[config.mk]
export PLATFORM = sky130hd
export DESIGN_NAME = hif_irq_ctrl
export DESIGN_NICKNAME = d
export VERILOG_FILES = /design/src/rtl/hif_irq_pkg.sv /design/src/rtl/hif_irq_regs.sv /design/src/rtl/hif_irq_prio.sv /design/src/rtl/hif_irq_fsm.sv /design/src/rtl/hif_irq_ctrl.sv
export SDC_FILE = /design/constraint.sdc
export NUM_CORES = 1
export LEC_CHECK = 0
export BUFFER_PORTS_ARGS = -buffer_cell sky130_fd_sc_hd__buf_4
export CAP_MARGIN = 30
export CORE_MARGIN = 1
export CORE_UTILIZATION = 43
export DETAILED_ROUTE_END_ITERATION = 8
export PLACE_DENSITY = 0.93
export RECOVER_POWER = 25
export REMOVE_ABC_BUFFERS = 1
export SETUP_SLACK_MARGIN = 0.1
export SLEW_MARGIN = 0
export SYNTH_ARGS = -nofsm -noshare
export SYNTH_HDL_FRONTEND = slang
export SYNTH_SLANG_ARGS = --single-unit
[constraint.sdc]
create_clock -name clk -period 1.9 [get_ports clk]
set_input_delay 0.19 -clock clk [delete_from_list [all_inputs] [get_ports clk]]
set_output_delay 0.19 -clock clk [all_outputs]
set_load 0.05 [all_outputs]
[src/rtl/hif_irq_pkg.sv]
package hif_irq_pkg;
    localparam int CAUSE_W  = 11;
    localparam int IDX_W    = $clog2(CAUSE_W);
    localparam int MSI_W    = 4;
    localparam int MSI_BASE = 4;
    localparam int GIE_BIT  = 7;
    // causes that exist: 0..2 and 5..10
    localparam logic [CAUSE_W-1:0] CAUSE_VALID = 11'b111_1110_0111;
    // causes owning a message number: 0..2 and 5..8
    localparam logic [CAUSE_W-1:0] MSI_CAPABLE = 11'b001_1110_0111;

    typedef enum logic [0:0] {
        ST_QUIET  = 1'b0,
        ST_RAISED = 1'b1
    } irq_st_e;
endpackage

[src/rtl/hif_irq_regs.sv]
module hif_irq_regs
    import hif_irq_pkg::*;
#(
    parameter int ADDR_W = 12,
    parameter int DATA_W = 32,
    parameter logic [ADDR_W-1:0] STAT_OFS = 12'h520,
    parameter logic [ADDR_W-1:0] MASK_OFS = 12'h528,
    parameter logic [ADDR_W-1:0] CTRL_OFS = 12'h500
) (
    input  logic               clk,
    input  logic               rst_n,
    input  logic [CAUSE_W-1:0] ev_i,
    input  logic               wr_en_i,
    input  logic [ADDR_W-1:0]  wr_addr_i,
    input  logic [DATA_W-1:0]  wr_data_i,
    input  logic [ADDR_W-1:0]  rd_addr_i,
    output logic [DATA_W-1:0]  rd_data_o,
    output logic [CAUSE_W-1:0] status_q,
    output logic [CAUSE_W-1:0] mask_q,
    output logic               gie_q
);
    localparam int PAD_W = DATA_W - CAUSE_W;

    logic               hit_stat, hit_mask, hit_ctrl;
    logic [CAUSE_W-1:0] clr_bits, status_d;
    logic               unused_wr_hi;

    assign hit_stat = wr_en_i && (wr_addr_i == STAT_OFS);
    assign hit_mask = wr_en_i && (wr_addr_i == MASK_OFS);
    assign hit_ctrl = wr_en_i && (wr_addr_i == CTRL_OFS);
    assign unused_wr_hi = ^wr_data_i[DATA_W-1:CAUSE_W];

    // set beats clear: events are ORed in after the clear
    assign clr_bits = hit_stat ? wr_data_i[CAUSE_W-1:0] : '0;
    assign status_d = ((status_q & ~clr_bits) | ev_i) & CAUSE_VALID;

    always_ff @(posedge clk) begin
        if (!rst_n) begin
            status_q <= '0;
            mask_q   <= '0;
            gie_q    <= 1'b0;
        end else begin
            status_q <= status_d;
            if (hit_mask) mask_q <= wr_data_i[CAUSE_W-1:0] & CAUSE_VALID;
            if (hit_ctrl) gie_q  <= wr_data_i[GIE_BIT];
        end
    end

    always_comb begin
        rd_data_o = '0;
        if (rd_addr_i == STAT_OFS)
            rd_data_o = {{PAD_W{1'b0}}, status_q};
        else if (rd_addr_i == MASK_OFS)
            rd_data_o = {{PAD_W{1'b0}}, mask_q};
        else if (rd_addr_i == CTRL_OFS)
            rd_data_o[GIE_BIT] = gie_q;
    end
endmodule

[src/rtl/hif_irq_prio.sv]
module hif_irq_prio
    import hif_irq_pkg::*;
(
    input  logic [CAUSE_W-1:0] pend_i,
    output logic               any_o,
    output logic               has_num_o,
    output logic [MSI_W-1:0]   num_o
);
    logic [IDX_W-1:0] idx;

    // scan high to low so the lowest set bit is written last
    always_comb begin
        idx = '0;
        for (int b = CAUSE_W - 1; b >= 0; b--) begin
            if (pend_i[b]) idx = IDX_W'(b);
        end
    end

    assign any_o     = |pend_i;
    assign has_num_o = any_o && MSI_CAPABLE[idx];
    assign num_o     = MSI_W'(idx) + MSI_W'(MSI_BASE);
endmodule

[src/rtl/hif_irq_fsm.sv]
module hif_irq_fsm
    import hif_irq_pkg::*;
(
    input  logic             clk,
    input  logic             rst_n,
    input  logic             pend_any_i,
    input  logic             has_num_i,
    input  logic [MSI_W-1:0] num_i,
    output logic             irq_o,
    output logic             msi_vld_o,
    output logic [MSI_W-1:0] msi_num_o
);
    irq_st_e          state_q, state_d;
    logic             cap_q;
    logic [MSI_W-1:0] num_q;

    always_comb begin
        state_d = state_q;
        unique case (state_q)
            ST_QUIET:  if (pend_any_i)  state_d = ST_RAISED; // GO_RAISED
            ST_RAISED: if (!pend_any_i) state_d = ST_QUIET;  // GO_QUIET
        endcase
    end

    always_ff @(posedge clk) begin
        if (!rst_n) begin
            state_q <= ST_QUIET;
            cap_q   <= 1'b0;
            num_q   <= '0;
        end else begin
            state_q <= state_d;
            cap_q   <= has_num_i;
            num_q   <= num_i;
        end
    end

    always_comb begin
        irq_o     = (state_q == ST_RAISED);
        msi_vld_o = irq_o && cap_q;
        msi_num_o = msi_vld_o ? num_q : '0;
    end
endmodule

[src/rtl/hif_irq_ctrl.sv]
module hif_irq_ctrl
    import hif_irq_pkg::*;
#(
    parameter int ADDR_W = 12,
    parameter int DATA_W = 32,
    parameter logic [ADDR_W-1:0] STAT_OFS = 12'h520,
    parameter logic [ADDR_W-1:0] MASK_OFS = 12'h528,
    parameter logic [ADDR_W-1:0] CTRL_OFS = 12'h500
) (
    input  logic               clk,
    input  logic               rst_n,
    input  logic [CAUSE_W-1:0] ev_i,
    input  logic               wr_en_i,
    input  logic [ADDR_W-1:0]  wr_addr_i,
    input  logic [DATA_W-1:0]  wr_data_i,
    input  logic [ADDR_W-1:0]  rd_addr_i,
    output logic [DATA_W-1:0]  rd_data_o,
    output logic               irq_o,
    output logic               msi_vld_o,
    output logic [MSI_W-1:0]   msi_num_o
);
    logic [CAUSE_W-1:0] status_q, mask_q, pend;
    logic               gie_q, any, has_num;
    logic [MSI_W-1:0]   num;

    hif_irq_regs #(
        .ADDR_W(ADDR_W), .DATA_W(DATA_W),
        .STAT_OFS(STAT_OFS), .MASK_OFS(MASK_OFS), .CTRL_OFS(CTRL_OFS)
    ) u_regs (
        .clk(clk), .rst_n(rst_n), .ev_i(ev_i),
        .wr_en_i(wr_en_i), .wr_addr_i(wr_addr_i), .wr_data_i(wr_data_i),
        .rd_addr_i(rd_addr_i), .rd_data_o(rd_data_o),
        .status_q(status_q), .mask_q(mask_q), .gie_q(gie_q)
    );

    assign pend = gie_q ? (status_q & mask_q) : '0;

    hif_irq_prio u_prio (
        .pend_i(pend), .any_o(any), .has_num_o(has_num), .num_o(num)
    );

    hif_irq_fsm u_fsm (
        .clk(clk), .rst_n(rst_n),
        .pend_any_i(any), .has_num_i(has_num), .num_i(num),
        .irq_o(irq_o), .msi_vld_o(msi_vld_o), .msi_num_o(msi_num_o)
    );
endmodule

==> results by group <==
Setup path
  • Crit path capture type: output pin
  • Worst setup path category: in2out
  • Worst path required time: 1710 ps
  • WP data arrival: 1500 ps
  • Crit start category: input pin
  • Crit-path max FO: 8

Power
  • Peak supply drop: 0.000202 V
  • Comb pwr share: 0.213
  • Switching share of power: 0.313
  • Seq pwr share: 0.548
  • Lkg Pwr: 0.872 nW
  • Int Power: 0.000693 W
  • Clock share of power: 0.239
  • Pwr dens: 548 nW/um^2
  • Sw power: 0.000315 W

Logic synthesis
  • Area of the mapped netlist: 1450 um^2
  • Instance count of the mapped netlist: 172
  • Yosys cell types: 31
  • Syn Area/Cell: 8.42 um^2
  • Yosys warning total: 0
  • Register bit total from synthesis: 25
  • Sequential share of the synthesized area: 0.346

Detailed routing
  • Wire length on met2: 1.59 mm
  • Routed wire per std cell: 11.4 um
  • Metal-1 WL: 1.32 mm
  • Drt drc: 0
  • Pre-Repair DR Iteration Count: 4
  • Routed wire length: 3.16 mm
  • Met3 WL post-DR: 216 um
  • Routed Antenna Nets: 0
  • Initial DRC count: 54
  • Vias/cell: 4.90
  • Highest routed layer: met4
  • Total number of vias: 1356

STA
  • Max-slew headroom: 0.596
  • RSZ-0062 raised after global routing: no
  • Fin crit share: 0.890
  • Post-route setup slack: 209 ps
  • Final hold viol count: 0
  • Total Negative Setup Slacks: 0 ps
  • Max Clock Freq: 591 MHz
  • Measured slew at the worst slew-check pin: 605 ps
  • Worst Skew: 4.45 ps
  • Setup Viol. Count Final: 0
  • Slew Viols, Final: 0
  • Tmin final: 1690 ps

Placement
  • Dpl cells: 273
  • Placed Area: 1860 um^2
  • DPL Wire Length: 2.47 mm
  • Port bufs: 59
  • Worst slack, placed: 195 ps
  • Gpl congestion: 0.821

Clock tree
  • Root Buffer: clkbuf_4
  • # resized after CTS: 0
  • Skew-Pair Late Insertion Delay: 320 ps
  • H-tree depth: 1
  • Cts hold-fix bufs: 0
  • Clk sinks: 25
  • Clock-pin slew on the worst setup and hold paths: 140 ps
  • Post CTS Setup Buffer Count: 0
  • CTS tree: yes
  • CTS Buffer Depth: 2
  • CTS buffer count: 3

GRT
  • All-layer global routing usage: 0.177
  • Vias in the first global route: 1110
  • Largest net degree at the start of global routing: 16
  • First-pass GRT wire length: 4.69 mm
  • GRT overflow: 0
  • Initial antenna violation count: 0

Layout
  • # fillers: 304
  • Register Area: 500 um^2
  • Finished Core Util: 0.589
  • Final instance area: 1840 um^2
  • Footprint of the multi-input gates: 761 um^2
  • Share of layout cells above drive strength 1: 0.300
  • ANT cells: 0
  • Layout area overhead: 27.2%
  • Non-filler cells, final: 277
  • Net count, final: 304

Flow run
  • Maximum capacitance violations: 0

Floorplan
  • IO Pins: 108
  • Die Ht: 60.0 um
  • Die Area: 3600 um^2
  • Die width: 60.0 um
  • Starting density of the core: 0.463
  • # rows: 20
  • Core area: 3130 um^2

Hold path
  • HP Class: in2reg

Run status
  • Status: finished clean
-- worst paths after layout --
| check | start | end | slack (ps) | cells past startpoint |
|---|---|---|---|---|
| setup reg to reg | u_regs.status_q[5] | u_fsm.cap_q | 510 | 5 |
| setup / recovery | rd_addr_i[6] | rd_data_o[8] | 210 | 7 |
| hold reg to reg | u_regs.mask_q[2] | u_regs.mask_q[2] | 550 | 2 |
| hold / removal | wr_data_i[2] | u_regs.status_q[2] | 40 | 2 |
-- critical path, stage by stage --
cell	delay [ps]
buf_4	110
nor4_1	350
nand4_1	210
nor2_2	110
buf_4	160
a22o_1	170
buf_4	200
-- cell type report --
type / count / share of cell area
well taps: 44 / 0.0299
flip-flops and latches: 25 / 0.272
clock buffers: 3 / 0.0122
multi-input cells: 132 / 0.413
repair buffers: 61 / 0.247
inverters: 11 / 0.0224
clock inverters: 1 / 0.00408
-- cell families after synthesis --
| logic type | Yosys count | synth area share |
|---|---|---|
| simple gates | 58 | 0.239 |
| compound gates | 41 | 0.187 |
| buf+inv | 37 | 0.156 |
| flops | 25 | 0.346 |
| mux | 10 | 0.0700 |
| other cells | 1 | 0.00259 |
-- stage by stage --
step	total power, W	hold WS (ps)
after floorplan	0.000691	290
after global placement	0.000781	386
after detailed placement	0.000785	390
after CTS	0.00102	30.3
after global routing	0.00105	23.6
final	0.00101	39.1
-- power groups by stage --
stage          Clock [W]  Combinational [W]  Sequential, W
6_report        0.000241           0.000215       0.000553
5_1_grt         0.000269           0.000228       0.000555
4_1_cts         0.000246           0.000221       0.000553
3_5_place_dp           0           0.000220       0.000564
3_3_place_gp           0           0.000217       0.000563
2_1_floorplan          0           0.000131       0.000560
-- cell usage after synthesis --
master    count  area [um^2]
buf_4        23          173
nor4b_4       1         23.8
a21oi_1       3         15.0
and2_1        2         12.5
nor4_4        1         21.3
nor4_1        1         6.26
dfxtp_1      25          500
inv_1        11         41.3
nor2_1       14         52.6
mux2i_1       9         90.1
o21ai_0      13         65.1
nor3_1        1         5.00
nand4_1       2         12.5
nor3b_4       1         18.8
nand4_4       1         21.3
a221oi_1      1         8.76
a22oi_1       2         15.0
conb_1        1         3.75
nor2b_1       1         6.26
nand3_1       4         20.0
nor2_2        2         12.5
nand2_1      21         78.8
nor4bb_1      1         10.0
nor2_8        1         20.0
and3_1        4         25.0
o2111a_1      1         11.3
mux2_2        1         11.3
a211oi_1      1         7.51
a22o_1        9         78.8
a31oi_1      11         68.8
clkbuf_1      3         11.3
-- sequential cells by signal (all words and copies together), names as in the netlist --
name	count
u_fsm.cap_q	1
u_fsm.irq_o	1
u_fsm.num_q	4
u_regs.gie_q	1
u_regs.mask_q	9
u_regs.status_q	9
-- layout by cell type, fill, tap and decap left out, types with 9 or more instances in the layout --
cell     instances
o21ai_0         13
a31oi_1         11
nand2_1         21
a22o_1           9
mux2i_1          9
buf_4           59
nor2_1          14
inv_1           11
conb_1          23
dfxtp_1         25
-- per-layer routing --
| layer | vias up | GRT usage |
|---|---|---|
| met2 | 53 | 0.340 |
| met3 | 4 | 0.0260 |
| met4 | 0 | 0.0598 |
| met5 | - | 0 |
| met1 | 616 | 0.195 |
| li1 | 683 | - |
Note: power is estimated with default switching activity, not from simulation.
